`config.mk`:
```
export PLATFORM = sky130hd
export DESIGN_NAME = xbus_wait_ctrl
export DESIGN_NICKNAME = d
export VERILOG_FILES = /design/src/rtl/xbus_wait_ctrl.sv
export SDC_FILE = /design/constraint.sdc
export NUM_CORES = 1
export LEC_CHECK = 0
export BUFFER_PORTS_ARGS = -buffer_cell sky130_fd_sc_hd__buf_2
export CORE_ASPECT_RATIO = 0.5
export CORE_MARGIN = 2
export CORE_UTILIZATION = 45
export DETAILED_ROUTE_END_ITERATION = 8
export GPL_TIMING_DRIVEN = 0
export MAX_ROUTING_LAYER = met4
export PLACE_DENSITY = 0.87
export SLEW_MARGIN = 40
export SYNTH_ARGS = -nofsm -noshare
export SYNTH_HDL_FRONTEND = slang
export SYNTH_SLANG_ARGS = --single-unit
```
`constraint.sdc`:
```
create_clock -name clk -period 2.22 [get_ports clk]
set_input_delay 0.111 -clock clk [delete_from_list [all_inputs] [get_ports clk]]
set_output_delay 0.111 -clock clk [all_outputs]
set_load 0.02 [all_outputs]
```
`src/rtl/xbus_wait_ctrl.sv`:
```
module xbus_wait_ctrl #(
  parameter int AW = 16,
  parameter int DW = 16
) (
  input  logic          clk,
  input  logic          rst_n,
  input  logic          req,
  input  logic          req_wr,
  input  logic [AW-1:0] req_addr,
  input  logic [DW-1:0] req_wdata,
  input  logic          rdy_n,
  input  logic [DW-1:0] bus_rdata,
  output logic [AW-1:0] bus_addr,
  output logic [DW-1:0] bus_wdata,
  output logic          bus_en,
  output logic          bus_wr,
  output logic [DW-1:0] rd_data,
  output logic          rd_valid,
  output logic          stall
);

  logic busy;
  wire  accept = req & ~busy;
  wire  finish = busy & ~rdy_n;

  always_ff @(posedge clk or negedge rst_n) begin
    if (!rst_n) begin
      busy      <= 1'b0;
      bus_wr    <= 1'b0;
      bus_addr  <= '0;
      bus_wdata <= '0;
    end else if (accept) begin
      busy      <= 1'b1;
      bus_wr    <= req_wr;
      bus_addr  <= req_addr;
      bus_wdata <= req_wr ? req_wdata : '0;
    end else if (finish) begin
      busy      <= 1'b0;
      bus_wr    <= 1'b0;
    end
  end

  always_ff @(posedge clk or negedge rst_n) begin
    if (!rst_n) begin
      rd_valid <= 1'b0;
      rd_data  <= '0;
    end else begin
      rd_valid <= finish & ~bus_wr;
      if (finish && !bus_wr) rd_data <= bus_rdata;
    end
  end

  assign bus_en = busy;
  assign stall  = busy;

endmodule

```
==> flow_metrics.env, run 1 <==
export IMPL_critPathKind="reg2reg"
export IMPL_overflow=0
export IMPL_fin_tns_setup_ns=0
export IMPL_final_nets=309
export IMPL_postPlaceCellArea_um2=2608
export IMPL_combinationalPowerShare_pct=33.9
export IMPL_wl_per_cell_um=13.09
export IMPL_hold_path_startpoint="bus_rdata[7]"
export IMPL_dp_slack_ns=0.6836
export IMPL_power_leakage_nw=1.419
export IMPL_synth_top_area_share_pct=63.24
export IMPL_drc=0
export IMPL_ctsLongestPathBuffers=2
export IMPL_finalMaxSlewViolations=0
export IMPL_drt_initial_drc_count=12
export IMPL_rsz0062_at_grt="false"
export IMPL_grt_start_max_net_pins=52
export IMPL_io_pins=105
export IMPL_dp_hpwl_mm=3.197
export IMPL_path_clk_slew_ns=0.09
export IMPL_holdPathStages=2
export IMPL_clockRootBuffer="clkbuf_8"
export IMPL_postSynthAreaPerCell_um2=13.92
export IMPL_r2r_slack_ns=0.69
export IMPL_internal_power_mw=1.788
export IMPL_cp_start_kind="flop"
export IMPL_hold_viol_final=0
export IMPL_worst_slack_ns=0.6921
export IMPL_cp_required_ns=2.40
export IMPL_timing_max_cap_violations=0
export IMPL_drive_gt1_share_pct=54.69
export IMPL_r2r_end="rd_data[9]"
export IMPL_fin_crit_ns=1.528
export IMPL_die_h_um=51.36
export IMPL_mostFrequentLayoutCell="buf_2"
export IMPL_reg2reg_from="bus_en"
export IMPL_final_util_pct=62.04
export IMPL_cts_tree="built"
export IMPL_cts_resized=0
export IMPL_grt_usage_pct=17.43
export IMPL_run_status="finished clean"
export IMPL_clock_latency_ns=0.30
export IMPL_peakVddDrop_mv=0.4486
export IMPL_vias=1440
export IMPL_relSlewSlack_pct=58.30
export IMPL_cts_htree_levels=2
export IMPL_core_um2=4360
export IMPL_grt_pass1_vias=1509
export IMPL_start_util_pct=46.28
export IMPL_numClockSinks=51
export IMPL_synth_area_um2=2018
export IMPL_postRouteWirelength_mm=4.096
export IMPL_fp_dieArea_um2=5069
export IMPL_ys_top_cells_by_area="dfrtp_1 63%, mux2_2 13%, mux2i_1 8.4%"
export IMPL_rows=17
export IMPL_p_total_mw=2.737
export IMPL_worstSetupEndpointType="flop"
export IMPL_synth_fp_nets=198
export IMPL_arrival_ns=1.71
export IMPL_p_switching_mw=0.9489
export IMPL_min_period_over_period_pct=68.83
export IMPL_antennaDiodeCount=0
export IMPL_pwr_density_cell_nw_per_um2=1012
export IMPL_final_antenna_net_count=0
export IMPL_reg2regPathDepth=3
export IMPL_switching_share_pct=34.67
export IMPL_num_fill_cells=352
export IMPL_ys_seq_area_share_pct=63.24
export IMPL_final_area_um2=2705
export IMPL_via_per_inst=4.601
export IMPL_drt_first_pass_iters=4
export IMPL_crit_fanout=10
export IMPL_cts_buffers=5
export IMPL_p_clk_share_pct=19.3
export IMPL_fp_dieW_um=98.71
export IMPL_gp_congestion=0.7248
export IMPL_synth_seq_cells=51
export IMPL_synth_warnings=0
export IMPL_yosysTopAreaCell="dfrtp_1"
export IMPL_port_buffers=103
export IMPL_fmax_ghz=0.6545
export IMPL_grt_pass1_wl_mm=6.762
export IMPL_hold_class="in2reg"
export IMPL_min_to="rd_data[7]"
export IMPL_syn_inst=145
export IMPL_synthToLayoutAreaGrowth_pct=34.04
export IMPL_layout_common_cells="105 x buf_2, 51 x dfrtp_1, 23 x mux2_2"
export IMPL_grt_antenna_before_repair=0
export IMPL_p_seq_share_pct=46.8
export IMPL_setup_violations_final=0
export IMPL_max_slew_worst_pin_slew_ns=0.6255
export IMPL_ys_types=15
export IMPL_cts_setup_buffers=0
export IMPL_fin_skew_ns=0.006149
==> logic make-up (layout without fill, tap and decap cells) <==
logic type / after synthesis / after routing / share of synthesized area [%]
muxes: 49 / 49 / 26.29
DFF: 51 / 51 / 63.24
buffers and inverters: 24 / 135 / 5.393
AOI/OAI and AO/OA: 2 / 2 / 0.6199
and+or+nand+nor: 19 / 19 / 4.464
==> worst max-delay path: stages (launching register included) <==
cell	delay, ns
dfrtp_1	0.44
nor3b_4	0.42
buf_6	0.21
mux2_1	0.33
==> stage by stage <==
| step | hold WS, ns | instances |
|---|---|---|
| after floorplan | -0.1846 | 145 |
| after global placement | 0.3270 | 305 |
| after detailed placement | 0.1753 | 305 |
| after CTS | 0.01477 | 313 |
| after global routing | 0.004605 | 313 |
| final | 0.02432 | 313 |
==> sequential cells by signal (all words and copies together) (netlist names) <==
name       cells
bus_addr      16
bus_wdata     16
rd_data       16
bus_en         1
bus_wr         1
rd_valid       1
==> how the worst max path moves through the flow <==
stage,start,endpoint,slack (ns),cells after the start
after floorplan,bus_en,rd_data[10],0.69,3
after global placement,bus_en,rd_data[11],0.71,3
after detailed placement,bus_en,rd_data[13],0.68,3
after CTS,bus_en,rd_data[13],0.66,3
after global routing,bus_en,rd_data[13],0.56,3
final,bus_en,rd_data[9],0.69,3
==> power groups by stage <==
stage	combinational, mW	clock (mW)	sequential (mW)
detailed placement	0.941	0	1.30
global placement	0.916	0	1.28
finish	0.928	0.528	1.28
global route	0.994	0.589	1.32
CTS	0.943	0.551	1.28
floorplan	0.273	0	1.59
==> Yosys cell counts <==
| library cell | n |
|---|---|
| mux2_2 | 23 |
| nor2b_1 | 1 |
| buf_4 | 2 |
| nand3_1 | 1 |
| buf_2 | 3 |
| dfrtp_1 | 51 |
| buf_6 | 1 |
| o21ai_0 | 1 |
| nand2_1 | 16 |
| mux2_1 | 9 |
| nor3b_4 | 1 |
| clkbuf_1 | 2 |
| inv_1 | 16 |
| mux2i_1 | 17 |
| a21o_1 | 1 |
==> final cells by class <==
class                      instances  area, µm²  area share [%]
sequential                        51       1276           47.18
multi-input combinational         70      633.1           23.40
timing repair buffer             104      528.0           19.52
clock buffer                       6      82.58           3.053
tap                               57      71.32           2.636
inverter                          16      60.06           2.220
buffer                             8      48.80           1.804
clock inverter                     1      5.005          0.1850
==> routing by layer <==
layer	GRT usage, %	wire length (µm)	vias up
li1	-	-	695
met1	18.98	1564	710
met2	33.45	2355	28
met3	2.873	128	7
met4	5.479	47	0
met5	-	0	-
==> timing repair <==
item                                    in CTS  in global routing
endpoints found under the hold margin       51                  0
hold buffers                                 1                  0
endpoints found under the setup margin       0                  0
No activity file was read; power rests on OpenSTA's default activity.
==> run 2: changes to the inputs <==
ABC_AREA = 1   (was unset)
PLACE_DENSITY = 0.85   (was 0.87)
clock period = 1.6 ns   (was 2.22 ns; I/O delays follow)
==> flow_metrics.env, run 2 <==
export IMPL_run_status="finished clean"
export IMPL_cts_htree_levels=2
export IMPL_critPathKind="reg2reg"
export IMPL_ys_seq_area_share_pct=59.23
export IMPL_rsz0062_at_grt="false"
export IMPL_seq_area_um2=1276
export IMPL_synthFlopType="dfrtp_1"
export IMPL_gp_congestion=0.7897
export IMPL_arrival_ns=1.31
export IMPL_dp_hpwl_mm=3.643
export IMPL_final_nets=401
export IMPL_overflow=0
export IMPL_mostFrequentLayoutCell="nand2_1"
export IMPL_crit_path_max_incr_delay_ns=0.41
export IMPL_io_pins=105
export IMPL_multiInputGateArea_um2=724.4
export IMPL_synth_commonest_cells="115 x nand2_1, 51 x dfrtp_1, 16 x nand4_1, 16 x o21ai_2, 6 x buf_6"
export IMPL_cp_slowest_cell="dfrtp_1"
export IMPL_top_regs="bus_addr: 16 flops, bus_wdata: 16 flops, rd_data: 16 flops"
export IMPL_wl_met3_um=223
export IMPL_layout_common_cells="115 x nand2_1, 106 x buf_2, 51 x dfrtp_1"
export IMPL_finalMaxSlewViolations=0
export IMPL_postSynthAreaPerCell_um2=9.749
export IMPL_path_clk_slew_ns=0.09
export IMPL_cts_tree="built"
export IMPL_fmax_ghz=0.9025
export IMPL_drc=0
export IMPL_yosysTopAreaCell="dfrtp_1"
export IMPL_port_buffers=103
export IMPL_postRouteWirelength_mm=5.276
export IMPL_ctsLongestPathBuffers=2
export IMPL_antennaDiodeCount=0
export IMPL_grt_pass1_wl_mm=8.245
export IMPL_drt_first_pass_iters=4
export IMPL_ys_types=15
export IMPL_peakVddDrop_mv=0.6155
export IMPL_synth_seq_cells=51
export IMPL_die_h_um=52.93
export IMPL_holdWs_ns=0.02723
export IMPL_clock_latency_ns=0.30
export IMPL_fin_tns_setup_ns=0
export IMPL_numClockSinks=51
export IMPL_syn_inst=221
export IMPL_clockRootBuffer="clkbuf_8"
export IMPL_drt_initial_drc_count=65
export IMPL_num_fill_cells=367
export IMPL_final_antenna_net_count=0
export IMPL_synth_edf_count=0
export IMPL_vias=1921
export IMPL_yosysMostFrequentCell="nand2_1"
export IMPL_drive_gt1_share_pct=42.12
export IMPL_worst_slack_ns=0.4920
export IMPL_cp_start_kind="flop"
export IMPL_synth_area_um2=2155
export IMPL_synth_top_area_share_pct=59.23
export IMPL_cp_endpoint="bus_addr[14]"
export IMPL_cts_setup_buffers=0
export IMPL_core_um2=4509
export IMPL_fp_dieW_um=101.9
export IMPL_timing_max_cap_violations=0
export IMPL_hold_viol_final=0
export IMPL_grt_antenna_before_repair=0
export IMPL_cp_startpoint="bus_en"
export IMPL_power_leakage_nw=1.692
export IMPL_setup_violations_final=0
export IMPL_ys_top_cells_by_area="dfrtp_1 59%, nand2_1 20%, o21ai_2 6.5%"
export IMPL_r2r_end="bus_addr[14]"
export IMPL_fp_dieArea_um2=5391
export IMPL_r2r_slack_ns=0.49
export IMPL_synth_warnings=0
export IMPL_holdPathStages=3
export IMPL_wl_met1_mm=2.248
export IMPL_min_period_over_period_pct=69.25
export IMPL_synth_fp_nets=274
export IMPL_synthToLayoutAreaGrowth_pct=39.72
export IMPL_grt_pass1_vias=1776
export IMPL_rows=17
export IMPL_cts_buffers=5
export IMPL_cp_common_cell="nand2_1"
export IMPL_crit_fanout=10
export IMPL_hold_class="in2reg"
export IMPL_wl_per_cell_um=12.71
export IMPL_reg2regPathDepth=6
export IMPL_cp_required_ns=1.80
export IMPL_path_cells="buf_6, inv_6, nand2_8, buf_4, nand2_1, nand2_1"
export IMPL_via_per_inst=4.629
export IMPL_max_slew_worst_pin_slew_ns=0.6314
export IMPL_dr_wl_met2_mm=2.734
export IMPL_async_flop_share_pct=100.0
export IMPL_fin_skew_ns=0.009517
export IMPL_top_layer="met4"
export IMPL_reg2reg_from="bus_en"
export IMPL_hold_path_startpoint="req_wdata[15]"
export IMPL_start_util_pct=47.78
export IMPL_relSlewSlack_pct=57.91
export IMPL_grt_start_max_net_pins=52
export IMPL_worstSetupEndpointType="flop"
export IMPL_pwr_density_cell_nw_per_um2=1265
export IMPL_dp_slack_ns=0.4824
export IMPL_grt_usage_pct=21.01
export IMPL_fin_crit_ns=1.108
run 2: how the worst min path moves through the flow:
stage                    end  slack, ns
2_1_floorplan    bus_addr[0]      -0.22
3_3_place_gp     bus_addr[3]       0.28
4_1_cts        bus_wdata[15]       0.02
3_5_place_dp     bus_addr[0]       0.15
6_report       bus_wdata[15]       0.03
5_1_grt           rd_data[9]       0.02
run 2: power by group:
group / internal [mW] / leakage (nW) / switching, mW / total (mW)
Sequential: 1.58 / 0.643 / 0.160 / 1.74
Clock: 0.306 / 0.0412 / 0.417 / 0.723
Combinational: 0.485 / 1.01 / 0.861 / 1.35
run 2: layout make-up:
class / instances / area share, %
Buffer: 14 / 4.156
Clock buffer: 6 / 2.411
Clock inverter: 2 / 0.4156
Inverter: 5 / 0.9559
Multi-Input combinational cell: 151 / 24.06
Sequential cell: 51 / 42.39
Tap cell: 66 / 2.743
Timing Repair Buffer: 120 / 22.86
run 2: metrics by stage:
stage	instances	power [mW]	utilization (%)	cell area, µm²
2_1_floorplan	221	2.575	-	2155
6_report	415	3.809	66.76	3010
3_3_place_gp	390	3.029	61.04	2753
4_1_cts	415	3.842	66.76	3010
3_5_place_dp	390	3.083	61.10	2755
5_1_grt	415	4.034	66.76	3010
run 2: kinds of logic (layout without fill, tap and decap cells):
group	Yosys count	after routing	share of synthesized area, %
simple gates	134	134	26.89
compound gates	17	17	6.736
flops	51	51	59.23
buf+inv	19	147	7.143
run 2: layer usage:
| metal | vias up | GRT usage, % |
|---|---|---|
| met5 | - | - |
| li1 | 957 | - |
| met4 | 0 | 6.444 |
| met3 | 7 | 5.152 |
| met2 | 48 | 37.06 |
| met1 | 909 | 24.36 |
run 2: worst max-delay path: cells and delay by family, from the launching register on:
family	cells	cell delay [ns]
buf+inv	3	0.41
flops	1	0.41
simple gates	3	0.19
run 2: what timing repair did:
item,in CTS,in global routing
endpoints found under the hold margin,67,0
gates resized for setup,0,0
hold buffers,17,0
setup endpoints to repair,0,0
==> run 3: changes to the inputs <==
CORE_UTILIZATION = 41   (was 45)
PLACE_DENSITY = 0.82   (was 0.85)
clock period = 1 ns   (was 1.6 ns; I/O delays follow)
==> flow_metrics.env, run 3 (synthesized netlist as in run 2, its figures left out) <==
export IMPL_run_status="complete, but fails checks"
export IMPL_violations="setup timing"
export IMPL_wl_per_cell_um=13.65
export IMPL_path_clk_slew_ns=0.09
export IMPL_grt_usage_pct=21.15
export IMPL_drc=0
export IMPL_mostFrequentLayoutCell="buf_2"
export IMPL_vias=2078
export IMPL_critPathKind="reg2reg"
export IMPL_cp_required_ns=1.20
export IMPL_overflow=0
export IMPL_max_slew_worst_pin_slew_ns=0.6342
export IMPL_fin_crit_ns=1.125
export IMPL_cp_start_kind="flop"
export IMPL_via_per_inst=4.701
export IMPL_seq_area_um2=1279
export IMPL_ctsLongestPathBuffers=2
export IMPL_cp_slowest_cell="dfrtp_2"
export IMPL_numClockSinks=51
export IMPL_final_antenna_net_count=0
export IMPL_cts_htree_levels=2
export IMPL_final_util_pct=67.64
export IMPL_fmax_ghz=0.8885
export IMPL_finalMaxSlewViolations=0
export IMPL_reg2regPathDepth=7
export IMPL_cts_tree="built"
export IMPL_io_pins=105
export IMPL_fp_dieArea_um2=5886
export IMPL_fp_dieW_um=106.5
export IMPL_hold_class="in2reg"
export IMPL_peakVddDrop_mv=0.9483
export IMPL_dp_hpwl_mm=3.776
export IMPL_clockRootBuffer="clkbuf_8"
export IMPL_grt_pass1_vias=2083
export IMPL_hold_viol_final=0
export IMPL_rsz0062_at_grt="true"
export IMPL_cts_buffers=5
export IMPL_holdPathStages=3
export IMPL_die_h_um=55.26
export IMPL_r2r_end="bus_addr[11]"
export IMPL_drive_gt1_share_pct=50.00
export IMPL_postRouteWirelength_mm=6.034
export IMPL_grt_start_max_net_pins=52
export IMPL_crit_path_max_incr_delay_ns=0.40
export IMPL_drt_first_pass_iters=4
export IMPL_worst_slack_ns=-0.1255
export IMPL_layout_common_cells="105 x buf_2, 90 x nand2_1, 49 x dfrtp_1"
export IMPL_clock_latency_ns=0.30
export IMPL_power_leakage_nw=1.847
export IMPL_crit_fanout=8
export IMPL_min_to="bus_wdata[12]"
export IMPL_fin_skew_ns=0.005036
export IMPL_port_buffers=103
export IMPL_synthToLayoutAreaGrowth_pct=56.97
export IMPL_core_um2=5000
export IMPL_grt_pass1_wl_mm=9.618
export IMPL_start_util_pct=43.09
export IMPL_crit_buf_inv=4
export IMPL_timing_max_cap_violations=0
export IMPL_reg2reg_from="bus_en"
export IMPL_min_period_over_period_pct=112.5
export IMPL_setup_violations_final=49
export IMPL_arrival_ns=1.32
export IMPL_path_cells="buf_8, inv_8, nand2_8, clkinv_8, clkbuf_16, nand2_2, nand2_1"
export IMPL_final_nets=424
export IMPL_hold_path_startpoint="req_wdata[12]"
export IMPL_worstSetupEndpointType="flop"
export IMPL_gp_congestion=0.7587
export IMPL_top_regs="bus_addr: 16 flops, bus_wdata: 16 flops, rd_data: 16 flops"
export IMPL_antennaDiodeCount=0
export IMPL_relSlewSlack_pct=57.72
export IMPL_grt_antenna_before_repair=0
export IMPL_pwr_density_cell_nw_per_um2=1983
export IMPL_drt_initial_drc_count=109
export IMPL_num_fill_cells=386
export IMPL_rows=18
export IMPL_holdWs_ns=0.002769
export IMPL_critPathTopFamily="buffers and inverters"
export IMPL_multiInputGateArea_um2=792.0
export IMPL_r2r_slack_ns=-0.13
-- run 3: changes by cell type in the layout (fill, tap and decap cells not counted), moves of 2 or more --
cell,previous run,this run
buf_8,1,3
dlygate4sd3_1,17,30
buf_6,6,9
nand2_1,115,90
buf_4,4,9
dfrtp_2,0,2
nand2_2,0,24
inv_6,2,0
dfrtp_1,51,49
-- run 3: metrics by stage --
stage / TNS [ns] / cells / cell area, µm² / worst slack (ns) / power [mW]
after floorplan: -3.073 / 221 / 2171 / -0.09436 / 4.138
final: -3.816 / 442 / 3382 / -0.1255 / 6.707
after global placement: -2.808 / 394 / 2774 / -0.09274 / 4.870
after detailed placement: -3.491 / 394 / 2776 / -0.1114 / 4.953
after global routing: -5.919 / 442 / 3382 / -0.1684 / 7.078
after CTS: -3.322 / 436 / 3241 / -0.1194 / 6.601
-- run 3: worst max-delay path by stage --
stage	depth (start not counted)	start	slack (ns)	endpoint
2_1_floorplan	6	bus_en	-0.09	bus_wdata[10]
3_3_place_gp	1	rst_n	-0.09	bus_en
3_5_place_dp	7	bus_en	-0.11	bus_addr[11]
4_1_cts	7	bus_en	-0.12	bus_addr[2]
5_1_grt	7	bus_en	-0.17	bus_addr[10]
6_report	7	bus_en	-0.13	bus_addr[11]
-- run 3: power breakdown --
| group | internal [mW] | switching [mW] |
|---|---|---|
| clock network | 0.810 | 0.674 |
| registers | 2.53 | 0.274 |
| logic | 0.950 | 1.47 |
| total | 4.29 | 2.42 |
-- run 3: what timing repair did --
action	in CTS	in global routing
buffers inserted	7	1
cloned	1	1
pin swaps	0	1
resized for setup	10	25
endpoints found under the setup margin	46	52
hold buffers	26	4
hold endpoints to repair	76	4
-- run 3: layout make-up --
cell class | instances | share of cell area [%]
inverters | 5 | 1.221
clock inverters | 2 | 1.036
multi-input cells | 151 | 23.42
repair buffers | 143 | 27.45
plain buffers | 14 | 4.033
clock buffers | 6 | 2.442
flip-flops and latches | 51 | 37.81
well taps | 70 | 2.590
-- run 3: worst min-delay path, delay by kind of cell --
| family | cells | cell delay (ns) |
|---|---|---|
| buffers and inverters | 1 | 0.09 |
| and+or+nand+nor | 1 | 0.07 |
| AOI/OAI and AO/OA | 1 | 0.06 |
-- run 3: layer usage --
layer  part of all wire [%]  track usage [%]  wire length (µm)  vias to the layer above
met2                     55            38.19              3299                       59
met3                    3.6            4.014               220                       16
met5                      0                -                 0                        -
met4                    2.9            7.050               177                        0
li1                       -                -                 -                     1003
met1                     39            23.82              2337                     1000
